`src/rtl/instr_timing_seq.sv`:
```
module instr_timing_seq #(
  parameter int SC_W = 4,
  parameter int OP_W = 3
) (
  input  logic                   clk,
  input  logic                   rst,
  input  logic [OP_W:0]          ir_top,
  input  logic                   done,
  output logic [(1<<SC_W)-1:0]   t_slot,
  output logic [(1<<OP_W)-1:0]   dec,
  output logic                   mode_i,
  output logic [2:0]             bus_sel,
  output logic                   ar_ld,
  output logic                   pc_inr,
  output logic                   ir_ld,
  output logic                   mem_rd,
  output logic                   exec_pulse,
  output logic [1:0]             exec_type
);
  localparam int NSLOT = 1 << SC_W;
  localparam int NOP   = 1 << OP_W;
  localparam logic [2:0] SEL_NONE = 3'd0;
  localparam logic [2:0] SEL_PC   = 3'd2;
  localparam logic [2:0] SEL_IR   = 3'd5;
  localparam logic [2:0] SEL_MEM  = 3'd7;

  logic [SC_W-1:0] sc;
  logic [OP_W-1:0] op_q;
  logic            mode_q;

  wire t0 = sc == SC_W'(0);
  wire t1 = sc == SC_W'(1);
  wire t2 = sc == SC_W'(2);
  wire t3 = sc == SC_W'(3);
  wire t4 = sc == SC_W'(4);
  wire d7 = &op_q;
  wire indir  = t3 && !d7 && mode_q;
  wire rr_end = t3 && d7;
  wire mr_end = !d7 && (sc >= SC_W'(4)) && done;

  always_ff @(posedge clk) begin
    if (rst) begin
      sc     <= '0;
      op_q   <= '0;
      mode_q <= 1'b0;
    end else begin
      if (rr_end || mr_end)
        sc <= '0;
      else if (sc != '1)
        sc <= sc + SC_W'(1);
      if (t2) begin
        op_q   <= ir_top[OP_W-1:0];
        mode_q <= ir_top[OP_W];
      end
    end
  end

  assign t_slot  = NSLOT'(1) << sc;
  assign dec     = NOP'(1) << op_q;
  assign mode_i  = mode_q;
  assign bus_sel = t0 ? SEL_PC : (t1 || indir) ? SEL_MEM : t2 ? SEL_IR : SEL_NONE;
  assign ar_ld   = t0 || t2 || indir;
  assign pc_inr  = t1;
  assign ir_ld   = t1;
  assign mem_rd  = t1 || indir;
  assign exec_pulse = rr_end || (t4 && !d7);
  assign exec_type  = rr_end ? (mode_q ? 2'd2 : 2'd1) : 2'd0;

  AST_SLOT_ONEHOT: assert property (@(posedge clk) disable iff (rst) $countones(t_slot) == 1);
  AST_SLOT0_NEXT: assert property (@(posedge clk) disable iff (rst) t_slot[0] |=> t_slot[1]);
  AST_FETCH_READ: assert property (@(posedge clk) disable iff (rst) t_slot[1] |-> (ir_ld && pc_inr && mem_rd && bus_sel == SEL_MEM && !ar_ld));
  AST_MODE_CAPTURE: assert property (@(posedge clk) disable iff (rst) t_slot[2] |=> mode_i == $past(ir_top[OP_W]));
  AST_RR_RESTART: assert property (@(posedge clk) disable iff (rst) (t_slot[3] && dec[NOP-1]) |=> t_slot[0]);
  AST_EXEC_SINGLE: assert property (@(posedge clk) disable iff (rst) exec_pulse |=> !exec_pulse);
  AST_DONE_RESTART: assert property (@(posedge clk) disable iff (rst) (done && !dec[NOP-1] && (t_slot[3:0] == 4'b0)) |=> t_slot[0]);
  AST_EARLY_DONE: assert property (@(posedge clk) disable iff (rst) (t_slot[1] || t_slot[2]) |=> !t_slot[0]);
endmodule

```
`config.mk`:
```
export PLATFORM = sky130hd
export DESIGN_NAME = instr_timing_seq
export DESIGN_NICKNAME = d
export VERILOG_FILES = /design/src/rtl/instr_timing_seq.sv
export SDC_FILE = /design/constraint.sdc
export NUM_CORES = 1
export LEC_CHECK = 0
export BUFFER_PORTS_ARGS = -buffer_cell sky130_fd_sc_hd__buf_2
export CORE_MARGIN = 2
export CORE_UTILIZATION = 46
export DETAILED_ROUTE_END_ITERATION = 12
export GPL_TIMING_DRIVEN = 0
export PLACE_DENSITY = 0.86
export SLEW_MARGIN = 30
export SYNTH_ARGS = -nofsm -noshare
export SYNTH_HDL_FRONTEND = slang
export SYNTH_SLANG_ARGS = --single-unit
```
`constraint.sdc`:
```
create_clock -name clk -period 2.78 [get_ports clk]
set_clock_uncertainty 0.2 [all_clocks]
set_input_delay 0.417 -clock clk [delete_from_list [all_inputs] [get_ports clk]]
set_output_delay 0.417 -clock clk [all_outputs]
set_load 0.005 [all_outputs]
```
==> results of run 1 <==
==> kinds of logic (layout without fill, tap and decap cells) <==
group	after synthesis	count (layout)	share of synthesized area (%)
AO/OA/AOI/OAI	7	7	9.55
XOR/XNOR	1	1	1.17
adder cells (fa/ha/maj)	6	6	10.0
buffers and inverters	17	60	11.2
flip-flops	8	8	21.4
multiplexers	6	6	9.72
AND/OR/NAND/NOR	45	45	36.9
==> through the flow <==
stage	power (mW)	utilization, %
floorplan	0.226	-
global placement	0.270	64.2
detailed placement	0.274	64.2
CTS	0.361	65.7
global route	0.386	65.7
finish	0.354	65.7
==> area by class of cell <==
cell class,instances,area [um2]
multi-input combinational,65,503
tap,16,20.0
buffer,9,53.8
clock buffer,3,22.5
fill,137,517
timing repair buffer,40,200
sequential,8,160
inverter,8,30.0
==> metal layers <==
layer / vias up / global-route usage [%] / part of all wire [%]
met5: - / 0 / 0
met4: 0 / 7.27 / 0
met3: 0 / 2.86 / 7.6
met2: 29 / 32.9 / 51
met1: 331 / 18.3 / 41
li1: 396 / - / -
==> flip-flops by register name, summed over array words and instances (netlist names) <==
signal  cells
sc          4
op_q        3
mode_i      1
==> power breakdown <==
| part | internal [mW] | switching, mW | total (mW) |
|---|---|---|---|
| logic | 0.0682 | 0.0702 | 0.138 |
| clock network | 0.0490 | 0.0340 | 0.0831 |
| registers | 0.124 | 0.00906 | 0.133 |
| total | 0.241 | 0.113 | 0.354 |
==> cell usage in the layout (no fill, tap or decap), types with 4 or more instances in the layout <==
cell and count:
sky130_fd_sc_hd__and2_1 5, sky130_fd_sc_hd__buf_2 44, sky130_fd_sc_hd__dfxtp_1 8, sky130_fd_sc_hd__ha_1 6, sky130_fd_sc_hd__inv_1 7, sky130_fd_sc_hd__mux2i_1 5, sky130_fd_sc_hd__nand3_1 4, sky130_fd_sc_hd__nor2_1 8
sky130_fd_sc_hd__nor3_1 13
==> worst max-delay path, stage by stage (launching register included) <==
cell	delay [ns]
sky130_fd_sc_hd__dfxtp_1	0.41
sky130_fd_sc_hd__ha_1	0.36
sky130_fd_sc_hd__a31oi_2	0.17
sky130_fd_sc_hd__a2111oi_2	0.41
sky130_fd_sc_hd__buf_4	0.16
sky130_fd_sc_hd__buf_2	0.10
==> path summary, 6_finish.rpt <==
check / startpoint / end
setup / recovery: sc[0] / bus_sel[2]
hold / removal: ir_top[3] / mode_i
setup reg to reg: sc[0] / sc[1]
hold reg to reg: mode_i / mode_i
==> impl_summary.log, run 1 <==
[metrics] total grt overflow: 0
[metrics] width of the die: 44.3 um
[metrics] Worst R2R Setup Slack: 0.97 ns
[metrics] post-synthesis average cell area: 8.30 um2
[metrics] share of synthesized area occupied by flip-flops and latches: 21.4%
[metrics] Critical Path Sink Type: primary output
[metrics] number of top-level design ports: 42
[metrics] Crit Path Class: register to primary output
[metrics] post-synthesis instance area: ~750 um2
[metrics] number of cells in the design after placement: 146
[metrics] CTS Hold Buffers Added: 0
[metrics] Mapped Cells: 90
[metrics] hold violation total from the final report: 0
[metrics] final layout net count: around 150
[metrics] total via count after detailed routing: 756
[metrics] share of Yosys cell area claimed by the top area cell type: between 20 and 25%
[metrics] Worst Path Arrival: 1.85 ns
[metrics] worst path setup slack after routing: 0.311 ns
[metrics] most used flip-flop cell after synthesis: sky130_fd_sc_hd__dfxtp_1
[metrics] Initial Util: 49.6%
[metrics] vias in the first global route: 615
[metrics] final WL: roughly 1600 um
[metrics] depth of the worst register-to-register path: 4
[metrics] worst-margin pin slew: ~0.39 ns
[metrics] global-route wire length before repair: 2550 um
[metrics] detailed placer's ending HPWL: around 1300 um
[metrics] worst vdd rail ir drop: between 0.2 and 0.25 mV
[metrics] First-pass DRT Iterations: 3
[metrics] number of core rows: 14
[metrics] min Tclk post-route: 2.47 ns
[metrics] Post-synth EDFFs: 0
[metrics] count of antenna diodes in the layout: 0
[metrics] dominant cell type by area after synthesis: sky130_fd_sc_hd__dfxtp_1
[metrics] number of pins exceeding their max-slew limit in the final report: 0
[metrics] top post-synthesis cells by count: 13 x sky130_fd_sc_hd__nor3_1, 8 x sky130_fd_sc_hd__dfxtp_1, 8 x sky130_fd_sc_hd__nor2_1, 7 x sky130_fd_sc_hd__inv_1, 6 x sky130_fd_sc_hd__ha_1
[metrics] global router's overall resource usage: 17.2%
[metrics] TritonCTS Sinks: 8
[metrics] Routability Congestion: about 0.80
[metrics] clock-pin slew on the worst setup and hold paths: 0.05 ns
[metrics] count of antenna-violating nets left after detailed routing: 0
[metrics] status: complete, no violations
[metrics] area after detailed placement: 967 um2
[metrics] Worst slew margin: 74.3%
[metrics] Pwr Density: around 360 nW/um2
[metrics] number of synthesized register bits: 8
[metrics] initial antenna violation count: 0
[metrics] max-cap violations: 0
[metrics] detailed-route wire length per cell: 10.9 um
[metrics] Clock Path Buffers: 2
[metrics] Worst EP required: 2.16 ns
[metrics] nature of the critical path startpoint: register
[metrics] Layout Cells excl Fill: 149
[metrics] PortBufs: 40
[metrics] FFs w/ async S/R, synth: 0%
[metrics] DRC violations left: 0
[metrics] RSZ-0062 raised after global routing: false
[metrics] area growth from synthesis to layout: 32.5%
[metrics] clock tree from TritonCTS: yes
[metrics] crit path max fanout: 8
[metrics] Max Fclk: 405 MHz
[metrics] area of the die: 1960 um2
[metrics] number of H-tree levels: 1
[metrics] number of buffers created by CTS: 3
[metrics] post-cts repair resize count: 0
[metrics] final cycle utilization of the critical path: roughly 89%
[metrics] final design area excluding fillers: 990 um2
[metrics] Setup violations, final: 0
[metrics] synthesized net count: 103
[metrics] Via-to-Cell Ratio: 5.07
[metrics] chip height: between 40 and 50 um
[metrics] smallest hold slack: 0.204 ns
[metrics] leading cell types by total area after synthesis: sky130_fd_sc_hd__dfxtp_1 21%, sky130_fd_sc_hd__ha_1 10%, sky130_fd_sc_hd__nor3_1 8.7%
[metrics] setup tns final: 0 ns
[metrics] Lkg Pwr: 0.545 nW
[metrics] worst hold stages: 3
[metrics] HP Class: primary input to register
[metrics] number of violations reported at the end of detailed-routing iteration 0: 3
[metrics] fraction of final layout cells with drive strength greater than 1: 42.9%
[metrics] largest net degree at the start of global routing: 11
[metrics] clock root cell: sky130_fd_sc_hd__clkbuf_4
[metrics] buffers inserted during post-CTS setup optimization: 0
[metrics] number of warning messages in the yosys log: 0
[metrics] count of different cell masters after synthesis: 31
[metrics] core area: ~1500 um2
[metrics] top-count cell post-synth: sky130_fd_sc_hd__nor3_1
[metrics] DP Worst Slack: 0.562 ns
[metrics] Clock Latency Late Sink: 0.24 ns
(Power assumes the default switching activity.)
==> run 2: changes to the inputs <==
- BUFFER_PORTS_ARGS: -buffer_cell sky130_fd_sc_hd__buf_2 -> not set
- CORE_UTILIZATION: 46 -> 54
- DONT_BUFFER_PORTS: not set -> 1
- PLACE_DENSITY: 0.86 -> 0.72
==> run 2 against run 1 <==
Effect of this change: critical path type unchanged; core utilization fell by 5.1 points; clock-buffer cell count stayed put; sequential share of layout area is 4.1 points higher; critical endpoint unchanged; fmax decreased by 0.59%; first-iteration DRC count is 130% higher; setup slack worse by 0.015 ns; register-to-register slack barely moved; largest power group is now registers.
==> impl_summary.log, run 2 (synthesized netlist as in run 1, its figures left out) <==
[metrics] status: complete, no violations
[metrics] global-route wire length before repair: 1900 um
[metrics] worst vdd rail ir drop: 0.314 mV
[metrics] HP Class: primary input to register
[metrics] chip height: roughly 41 um
[metrics] Max Fclk: 403 MHz
[metrics] largest net degree at the start of global routing: 11
[metrics] fraction of final layout cells with drive strength greater than 1: ~18%
[metrics] DRC violations left: 0
[metrics] Pwr Density: 415 nW/um2
[metrics] area growth from synthesis to layout: 5.53%
[metrics] PortBufs: 0
[metrics] standard cell with the maximum stage delay on the critical path: sky130_fd_sc_hd__a2111oi_2
[metrics] final WL: ~1400 um
[metrics] width of the die: 41.2 um
[metrics] initial antenna violation count: 0
[metrics] Worst path depth: 4
[metrics] TritonCTS Sinks: 8
[metrics] beginning of the critical path: sc[0]
[metrics] final cycle utilization of the critical path: 89.3%
[metrics] start point of the worst hold path: ir_top[3]
[metrics] number of violations reported at the end of detailed-routing iteration 0: 7
[metrics] final core utilization: 60.6%
[metrics] clock-pin slew on the worst setup and hold paths: 0.05 ns
[metrics] core area: 1300 um2
[metrics] worst r2r src: sc[0]
[metrics] Initial Util: 57.4%
[metrics] area of the die: around 1700 um2
[metrics] Crit Path Class: register to primary output
[metrics] CTS Hold Buffers Added: 0
[metrics] crit path max fanout: 8
[metrics] clock tree from TritonCTS: yes
[metrics] PnR Total Power: 327 uW
[metrics] number of top-level design ports: 42
[metrics] worst hold stages: 2
[metrics] post-cts repair resize count: 0
[metrics] DP Worst Slack: between 0.5 and 0.6 ns
[metrics] Lkg Pwr: around 0.34 nW
[metrics] Routability Congestion: 0.768
[metrics] clock root cell: sky130_fd_sc_hd__clkbuf_4
[metrics] Worst Path Arrival: between 1.5 and 2 ns
[metrics] number of H-tree levels: 1
[metrics] RSZ-0062 raised after global routing: false
[metrics] nature of the critical path startpoint: register
[metrics] max-cap violations: 0
[metrics] detailed placer's ending HPWL: 1160 um
[metrics] Worst EP required: 2.16 ns
[metrics] total grt overflow: 0
[metrics] Setup violations, final: 0
[metrics] flip-flop count of the largest register, all copies and words added: 4
[metrics] hold violation total from the final report: 0
[metrics] Critical Path, Cell by Cell: ha_1, a31oi_2, a2111oi_2, buf_4
[metrics] depth of the worst register-to-register path: 4
[metrics] First-pass DRT Iterations: 2
[metrics] most common cell after layout, fill and taps aside: sky130_fd_sc_hd__nor3_1
[metrics] buffers inserted during post-CTS setup optimization: 0
[metrics] number of buffers created by CTS: 3
[metrics] setup tns final: 0 ns
[metrics] detailed-route wire length per cell: 13.1 um
[metrics] number of buffers and inverters on the critical path: 1
[metrics] worst-margin pin slew: just over 0.4 ns
[metrics] Via-to-Cell Ratio: 5.62
[metrics] Clock Latency Late Sink: around 0.25 ns
[metrics] final layout net count: 108
[metrics] gate family responsible for the most delay along the worst path: compound AO/OA/AOI/OAI gates
[metrics] smallest hold slack: 0.125 ns
[metrics] Worst slew margin: 73.0%
[metrics] min Tclk post-route: between 2 and 2.5 ns
[metrics] total via count after detailed routing: between 600 and 700
[metrics] number of pins exceeding their max-slew limit in the final report: 0
[metrics] vias in the first global route: 466
[metrics] Largest stage delay, worst path: 0.49 ns
[metrics] number of core rows: 13
[metrics] largest register by flop count: sc
[metrics] count of antenna-violating nets left after detailed routing: 0
[metrics] worst path setup slack after routing: 0.296 ns
[metrics] Clock Path Buffers: 2
[metrics] global router's overall resource usage: 17.4%
[metrics] count of antenna diodes in the layout: 0
[metrics] Critical Path Sink Type: primary output
[metrics] most used cells in the layout excluding fill and tap cells: 13 x sky130_fd_sc_hd__nor3_1, 8 x sky130_fd_sc_hd__nor2_1, 8 x sky130_fd_sc_hd__dfxtp_1, 7 x sky130_fd_sc_hd__inv_1, 6 x sky130_fd_sc_hd__ha_1
## run 2: worst reg2reg max path, stage by stage, from the launching register on
cell and delay, ns:
sky130_fd_sc_hd__dfxtp_1 0.41, sky130_fd_sc_hd__ha_1 0.36, sky130_fd_sc_hd__or3b_4 0.43, sky130_fd_sc_hd__mux2i_4 0.20, sky130_fd_sc_hd__a211oi_1 0.08
## run 2: stage by stage
stage          area (um2)  cells
2_1_floorplan         747     90
3_3_place_gp          766    105
3_5_place_dp          766    105
4_1_cts               788    108
5_1_grt               788    108
6_report              788    108
## run 2: where the power goes
part           switching (mW)  internal, mW
Combinational          0.0626        0.0449
Sequential            0.00989         0.124
Clock                  0.0366        0.0492
## run 2: final timing paths
check	endpoint	slack (ns)
max	bus_sel[2]	0.30
min reg2reg	sc[1]	0.39
min	mode_i	0.12
max reg2reg	sc[2]	0.98
## run 2: layer usage
layer,vias up,routed length (um),global-route usage [%]
li1,319,-,-
met1,254,581,17.9
met2,29,663,30.5
met3,5,141,4.35
met4,0,32,12.1
met5,-,0,0
## run 2: layout make-up
type / count / area (um2)
Tap cell: 15 / 18.8
Fill cell: 116 / 513
Inverter: 8 / 30.0
Sequential cell: 8 / 160
Buffer: 9 / 53.8
Clock buffer: 3 / 22.5
Multi-Input combinational cell: 65 / 503
